### src/rtl/skid_ctl_pkg.sv
package skid_ctl_pkg;

    localparam int TAG_W  = 8;
    localparam int NUM_DS = 3;

    typedef logic [TAG_W-1:0] tag_t;

    typedef enum logic [2:0] {
        TS_IDLE    = 3'd0,
        TS_RUN     = 3'd1,
        TS_BLOCKED = 3'd2,
        TS_UNBLK   = 3'd3,
        TS_SQUASH  = 3'd4
    } tstate_e;

    function automatic int skid_cap(input int delay, input int up_w);
        return (delay + 1) * up_w;
    endfunction

    function automatic int min_i(input int a, input int b);
        return (a < b) ? a : b;
    endfunction

endpackage

### src/rtl/stall_tracker.sv
module stall_tracker
    import skid_ctl_pkg::*;
#(
    parameter int NT = 2
) (
    input  logic                        clk,
    input  logic                        rst,
    input  logic [NUM_DS-1:0][NT-1:0]   blk,
    input  logic [NUM_DS-1:0][NT-1:0]   unblk,
    output logic [NT-1:0]               stalled,
    output logic                        proto_err
);
    logic [NUM_DS-1:0][NT-1:0] flag_q, flag_d;

    always_comb begin
        flag_d    = (flag_q | blk) & ~unblk;
        proto_err = |(unblk & ~(flag_q | blk));
        stalled   = '0;
        for (int s = 0; s < NUM_DS; s++) begin
            stalled = stalled | flag_d[s];
        end
    end

    always_ff @(posedge clk) begin
        if (rst) flag_q <= '0;
        else     flag_q <= flag_d;
    end
endmodule

### src/rtl/skid_thread.sv
module skid_thread
    import skid_ctl_pkg::*;
#(
    parameter int IN_W  = 3,
    parameter int OUT_W = 2,
    parameter int CAP   = 6,
    localparam int CW   = $clog2(OUT_W + 1)
) (
    input  logic                    clk,
    input  logic                    rst,
    input  logic [IN_W-1:0]         live_vld,
    input  tag_t [IN_W-1:0]         live_tag,
    input  logic                    stalled,
    input  logic                    squash,
    input  logic                    rob_sq,
    input  logic [CW-1:0]           slots,
    output logic [CW-1:0]           send_n,
    output tag_t [OUT_W-1:0]        send_tag,
    output logic                    up_blk,
    output logic                    up_unblk,
    output logic                    ovf,
    output tstate_e                 state
);
    localparam int QW = $clog2(CAP + 1);

    tstate_e          st_q, st_d;
    tag_t [CAP-1:0]   skid_q, skid_d;
    logic [QW-1:0]    cnt_q, cnt_d;

    always_comb begin : ctrl
        tag_t [IN_W-1:0] lt;
        int      lc, c, n, app_from;
        logic    do_app, unb_path;
        tstate_e eff;

        lt = '0;
        lc = 0;
        for (int i = 0; i < IN_W; i++) begin
            if (live_vld[i]) begin
                lt[lc] = live_tag[i];
                lc++;
            end
        end

        skid_d   = skid_q;
        c        = int'(cnt_q);
        n        = 0;
        st_d     = st_q;
        eff      = st_q;
        send_tag = '0;
        up_blk   = 1'b0;
        up_unblk = 1'b0;
        ovf      = 1'b0;
        do_app   = 1'b0;
        app_from = 0;
        unb_path = 1'b0;

        if (squash) begin
            st_d     = TS_SQUASH;
            c        = 0;
            skid_d   = '0;
            up_unblk = (st_q == TS_BLOCKED) || (st_q == TS_UNBLK);
        end else if (rob_sq) begin
            st_d = TS_SQUASH;
        end else if (stalled) begin
            up_blk = (st_q != TS_BLOCKED);
            st_d   = TS_BLOCKED;
            do_app = 1'b1;
        end else begin
            if (st_q == TS_BLOCKED) begin
                if (c == 0) begin
                    up_unblk = 1'b1;
                    eff      = TS_RUN;
                end else begin
                    eff = TS_UNBLK;
                end
            end else if (st_q == TS_SQUASH) begin
                eff = TS_RUN;
            end
            st_d = eff;
            if (eff == TS_UNBLK) begin
                n = min_i(int'(slots), c);
                for (int j = 0; j < OUT_W; j++) begin
                    if (j < n) send_tag[j] = skid_q[j];
                end
                for (int j = 0; j < CAP; j++) begin
                    if (j + n < CAP) skid_d[j] = skid_q[j + n];
                    else             skid_d[j] = '0;
                end
                c        = c - n;
                do_app   = 1'b1;
                unb_path = 1'b1;
            end else begin
                n = min_i(int'(slots), lc);
                for (int j = 0; j < OUT_W; j++) begin
                    if (j < n) send_tag[j] = lt[j];
                end
                if (lc > n) begin
                    do_app   = 1'b1;
                    app_from = n;
                    st_d     = TS_BLOCKED;
                    if (up_unblk) up_unblk = 1'b0;
                    else          up_blk   = 1'b1;
                end
            end
        end

        if (do_app) begin
            for (int i = 0; i < IN_W; i++) begin
                if (i >= app_from && i < lc) begin
                    if (c < CAP) begin
                        skid_d[c] = lt[i];
                        c++;
                    end else begin
                        ovf = 1'b1;
                    end
                end
            end
        end

        if (unb_path && c == 0) begin
            up_unblk = 1'b1;
            st_d     = TS_RUN;
        end

        send_n = CW'(n);
        cnt_d  = QW'(c);
    end

    always_ff @(posedge clk) begin
        if (rst) begin
            st_q   <= TS_IDLE;
            skid_q <= '0;
            cnt_q  <= '0;
        end else begin
            st_q   <= st_d;
            skid_q <= skid_d;
            cnt_q  <= cnt_d;
        end
    end

    assign state = st_q;
endmodule

### src/rtl/skid_stage_ctrl.sv
module skid_stage_ctrl
    import skid_ctl_pkg::*;
#(
    parameter int NT       = 2,
    parameter int IN_W     = 3,
    parameter int OUT_W    = 2,
    parameter int UP_DELAY = 1,
    localparam int TID_W   = (NT > 1) ? $clog2(NT) : 1,
    localparam int DW      = $clog2(IN_W + 1)
) (
    input  logic                            clk,
    input  logic                            rst,
    input  logic [IN_W-1:0]                 in_valid,
    input  logic [IN_W-1:0][TAG_W-1:0]      in_tag,
    input  logic [IN_W-1:0][TID_W-1:0]      in_tid,
    input  logic [IN_W-1:0]                 in_kill,
    input  logic [NUM_DS-1:0][NT-1:0]       ds_block,
    input  logic [NUM_DS-1:0][NT-1:0]       ds_unblock,
    input  logic [NT-1:0]                   commit_squash,
    input  logic [NT-1:0]                   rob_squashing,
    output logic [OUT_W-1:0]                out_valid,
    output logic [OUT_W-1:0][TAG_W-1:0]     out_tag,
    output logic [OUT_W-1:0][TID_W-1:0]     out_tid,
    output logic [NT-1:0]                   up_block,
    output logic [NT-1:0]                   up_unblock,
    output logic [NT-1:0][2:0]              thread_state,
    output logic                            stage_active,
    output logic                            skid_overflow,
    output logic                            stall_proto_err,
    output logic [DW-1:0]                   drop_count
);
    localparam int CAP = skid_cap(UP_DELAY, IN_W);
    localparam int CW  = $clog2(OUT_W + 1);

    logic [NT-1:0]      stalled;
    logic [NT-1:0]      ov_v;
    logic [CW-1:0]      send_n   [NT];
    tag_t [OUT_W-1:0]   send_tag [NT];
    logic [CW-1:0]      used_acc [NT+1];
    tstate_e            st_v     [NT];

    stall_tracker #(.NT(NT)) u_stall (
        .clk       (clk),
        .rst       (rst),
        .blk       (ds_block),
        .unblk     (ds_unblock),
        .stalled   (stalled),
        .proto_err (stall_proto_err)
    );

    assign used_acc[0] = '0;

    for (genvar t = 0; t < NT; t++) begin : g_thr
        logic [IN_W-1:0] lv;
        always_comb begin
            for (int i = 0; i < IN_W; i++) begin
                lv[i] = in_valid[i] & ~in_kill[i] & (in_tid[i] == TID_W'(t));
            end
        end

        skid_thread #(.IN_W(IN_W), .OUT_W(OUT_W), .CAP(CAP)) u_thr (
            .clk      (clk),
            .rst      (rst),
            .live_vld (lv),
            .live_tag (in_tag),
            .stalled  (stalled[t]),
            .squash   (commit_squash[t]),
            .rob_sq   (rob_squashing[t]),
            .slots    (CW'(OUT_W) - used_acc[t]),
            .send_n   (send_n[t]),
            .send_tag (send_tag[t]),
            .up_blk   (up_block[t]),
            .up_unblk (up_unblock[t]),
            .ovf      (ov_v[t]),
            .state    (st_v[t])
        );

        assign used_acc[t+1]   = used_acc[t] + send_n[t];
        assign thread_state[t] = st_v[t];
    end

    always_comb begin
        out_valid    = '0;
        out_tag      = '0;
        out_tid      = '0;
        stage_active = 1'b0;
        for (int t = 0; t < NT; t++) begin
            for (int j = 0; j < OUT_W; j++) begin
                if (j < int'(send_n[t]) && int'(used_acc[t]) + j < OUT_W) begin
                    out_valid[int'(used_acc[t]) + j] = 1'b1;
                    out_tag[int'(used_acc[t]) + j]   = send_tag[t][j];
                    out_tid[int'(used_acc[t]) + j]   = TID_W'(t);
                end
            end
            if (st_v[t] == TS_UNBLK) stage_active = 1'b1;
        end
    end

    always_comb begin
        drop_count = '0;
        for (int i = 0; i < IN_W; i++) begin
            if (in_valid[i] && in_kill[i]) drop_count = drop_count + 1'b1;
        end
    end

    assign skid_overflow = |ov_v;
endmodule

### config.mk
export PLATFORM = sky130hd
export DESIGN_NAME = skid_stage_ctrl
export DESIGN_NICKNAME = d
export VERILOG_FILES = /design/src/rtl/skid_ctl_pkg.sv /design/src/rtl/stall_tracker.sv /design/src/rtl/skid_thread.sv /design/src/rtl/skid_stage_ctrl.sv
export SDC_FILE = /design/constraint.sdc
export NUM_CORES = 1
export LEC_CHECK = 0
export BUFFER_PORTS_ARGS = -buffer_cell sky130_fd_sc_hd__buf_2
export CAP_MARGIN = 5
export CORE_UTILIZATION = 26
export DETAILED_ROUTE_END_ITERATION = 6
export GPL_ROUTABILITY_DRIVEN = 1
export PLACE_DENSITY_LB_ADDON = 0.12
export RECOVER_POWER = 100
export SETUP_SLACK_MARGIN = 0.1
export SLEW_MARGIN = 0
export SYNTH_ARGS = -nofsm -noshare
export SYNTH_HDL_FRONTEND = slang
export SYNTH_HIERARCHICAL = 1
export SYNTH_SLANG_ARGS = --single-unit
### constraint.sdc
create_clock -name clk -period 26.6 [get_ports clk]
set_input_delay 3.99 -clock clk [delete_from_list [all_inputs] [get_ports clk]]
set_output_delay 3.99 -clock clk [all_outputs]
set_load 0.01 [all_outputs]
==> out/qor.csv <==
metric,value,unit
largest net degree at the start of global routing,91,
"most used cell, CP",inv_1,
f_max,45.4,MHz
initial antenna violation count,4,
Tcrit/Tclk final,82.9,%
WS Path Type,in2out,
final slew viol count,154,
minimum clock period,22.05,ns
layout cells sized above 1,12.0,%
worst path bufs/invs,9,
CTS Buffer Depth,2,
"Setup Fix Bufs, Post-CTS",0,
hold_buf cts,0,
Starting Density,26.5,%
P&R area growth vs syn,10.6,%
CP max FO,18,
RePlAce Congestion,0.923,
outcome,finished with violations,
Die ar.,0.0672,mm2
Rel. slew slack,-137,%
Clock Latency Late Sink,0.47,ns
post-synth design cell area,0.0172,mm2
Syn Area/Cell,7.16,um2
"Hold Vio Cnt, Final",0,
failing checks,"capacitance limit, slew limit",
Synth Register Bits,114,
library cells used by synthesis,117,
Setup Skew,0.0132,ns
pwr dens,36.5,mW/mm2
Hold Path Cell Cnt,2,
Worst Setup SP,in_kill[2],
Worst EP required,22.61,ns
Main synth FF type,dfxtp_1,
"delay-heaviest family, CP",simple AND/OR/NAND/NOR gates,
number of max-cap violations,5,
HP Class,reg2reg,
Pre-antenna DRT Iters,6,
global route overflow,0,
clk slew on worst S/H paths,0.06,ns
setup total negative slack,0,ns
"Warnings, synthesis",6,
post-CTS sizing,0,
RSZ-0062 raised after global routing,false,
overall routed net length,85400,um
FF-to-FF Start,g_thr[0].u_thr/cnt_q[1],
Core ar.,0.0649,mm2
critical path depth,35,
first-pass GRT wire length,125000,um
vias in the first global route,18200,
Final setup violation count,0,
DIE WIDTH,259,um
post-synth top area cell,dfxtp_1,
Chip Height,259,um
io pins,86,
clk root buf,clkbuf_16,
placed cells,3230,
# DRC,0,
worst r2r path cells,35,
Worst path slowest cell,mux2i_1,
area share of the largest cell type after synthesis,13.3,%
Tot GR Track Use,24.8,%
routed length per instance,26.2,um
Post-synth EDFFs,0,
CTS tree,done,
Worst Path Arrival,18.06,ns
"top cells by area, synth","dfxtp_1, mux2i_1, a211oi_1, nor2_1, a21oi_1",
"Seq/Total Area, Yosys",13.3,%
CTS buffer count,17,
Initial DRC Count,2043,
clock sinks,114,
Max VDD drop,0.0309,mV
Worst Tran Pin Value,3.56,ns
CP endpoint,up_unblock[1],
LEAKAGE,6.90,nW
Crit Reg-Reg Endpoint,g_thr[1].u_thr/skid_q[1],
CP Capture Type,output pin,
drt via density,6.00,
hpwl dp,64000,um
Async SR Flop Fraction,0,%
r2r setup slk,12.88,ns
Final #Nets,2501,
ANT nets after route,0,
Gate Count Post-Synth,2402,
# rows,93,
Worst path max stage delay,1.43,ns
CTS H-Tree Depth,4,
Worst Setup Start Kind,input port,
"non-filler cells, final",3265,
I/O Buffers,85,
vias post-DR,19600,
[per-stage QoR]
step,hold WS [ns],setup WS [ns],util [%],total power (W),area (um2)
6_report,0.523,4.55,29.3,0.000696,19000
5_1_grt,0.538,3.48,29.3,0.000726,19000
4_1_cts,0.523,6.94,29.5,0.000698,19200
3_5_place_dp,0.514,7.00,28.5,0.000428,18500
3_3_place_gp,0.504,7.32,28.5,0.000429,18500
2_1_floorplan,0.481,8.64,-,0.000350,17300
[cell families after synthesis]
kind of cell | synth area share (%)
mux | 18.5
simple gates | 26.6
buf+inv | 6.06
xor+xnor | 0.909
fa+ha+maj | 4.20
flops | 13.3
compound gates | 30.4
other cells | 0.131
[flip-flops by register name (all words and copies together), names as in the netlist]
name	flops
g_thr.u_thr/skid_q	96
g_thr.u_thr/state	6
g_thr.u_thr/cnt_q	6
u_stall/flag_q	6
[final cells by class]
cell class                 instances  area, um2
antenna                            3       7.51
multi-input combinational       2061      14000
fill                            7146      45900
tap                              855       1070
clock buffer                      23        488
timing repair buffer             147        853
clock inverter                     9        151
sequential                       114       2280
inverter                          53        201
[Yosys cell counts, types with 53 or more instances]
master and count:
nor2_1 268, nand2_1 223, mux2i_1 213, a21oi_1 193, clkbuf_1 142, a211oi_1 140
dfxtp_1 114, o21ai_0 112, nand3_1 99, nor3_1 91, a22oi_1 64, ha_1 53
[worst min-delay path, cell delays in order, from the launching register on]
cell and delay (ns):
dfxtp_1 0.32, nor2_2 0.05, nor3_1 0.11
[routing by layer]
| metal | part of all wire (%) | GRT usage, % | wire length, um |
|---|---|---|---|
| met1 | 44 | 32.9 | 37400 |
| met2 | 46 | 40.4 | 39400 |
| met3 | 6.3 | 3.69 | 5420 |
| met5 | 0.014 | 0 | 12 |
| met4 | 3.8 | 9.13 | 3240 |
[cells in the final DEF (no fill, tap or decap), drive strengths merged, types with 7 or more instances in the layout]
cell type,instances
conb,21
inv,52
or3,18
o31ai,14
mux4,32
a311oi,17
a31oi,45
a41oi,12
nor4,20
and2,28
o21ai,140
mux2,28
or2,8
o211ai,15
nand2b,19
nor2,274
a211oi,144
ha,53
dfxtp,114
xnor2,12
nand2,224
a21o,9
o211a,11
a221o,8
nand4,22
nor2b,22
mux2i,214
nor3,94
a21boi,10
a32oi,22
clkbuf,49
and4,7
a22oi,64
buf,121
and2b,12
and3,46
nand3,103
nor3b,8
a21oi,198
[worst min path at each step]
| stage | from | end | slack [ns] |
|---|---|---|---|
| after floorplan | u_stall/flag_q[1] | u_stall/flag_q[1] | 0.48 |
| after global placement | u_stall/flag_q[2] | u_stall/flag_q[2] | 0.50 |
| after detailed placement | u_stall/flag_q[3] | u_stall/flag_q[3] | 0.51 |
| after CTS | u_stall/flag_q[3] | u_stall/flag_q[3] | 0.52 |
| after global routing | u_stall/flag_q[3] | u_stall/flag_q[3] | 0.54 |
| final | u_stall/flag_q[3] | u_stall/flag_q[3] | 0.52 |
[power breakdown]
group / switching, W / leakage (nW) / internal (W)
sequential: 0.0000135 / 0.930 / 0.000180
clock: 0.000101 / 0.313 / 0.000166
combinational: 0.000158 / 5.66 / 0.0000760
total: 0.000273 / 6.90 / 0.000422
No activity file was read; power rests on OpenSTA's default activity.
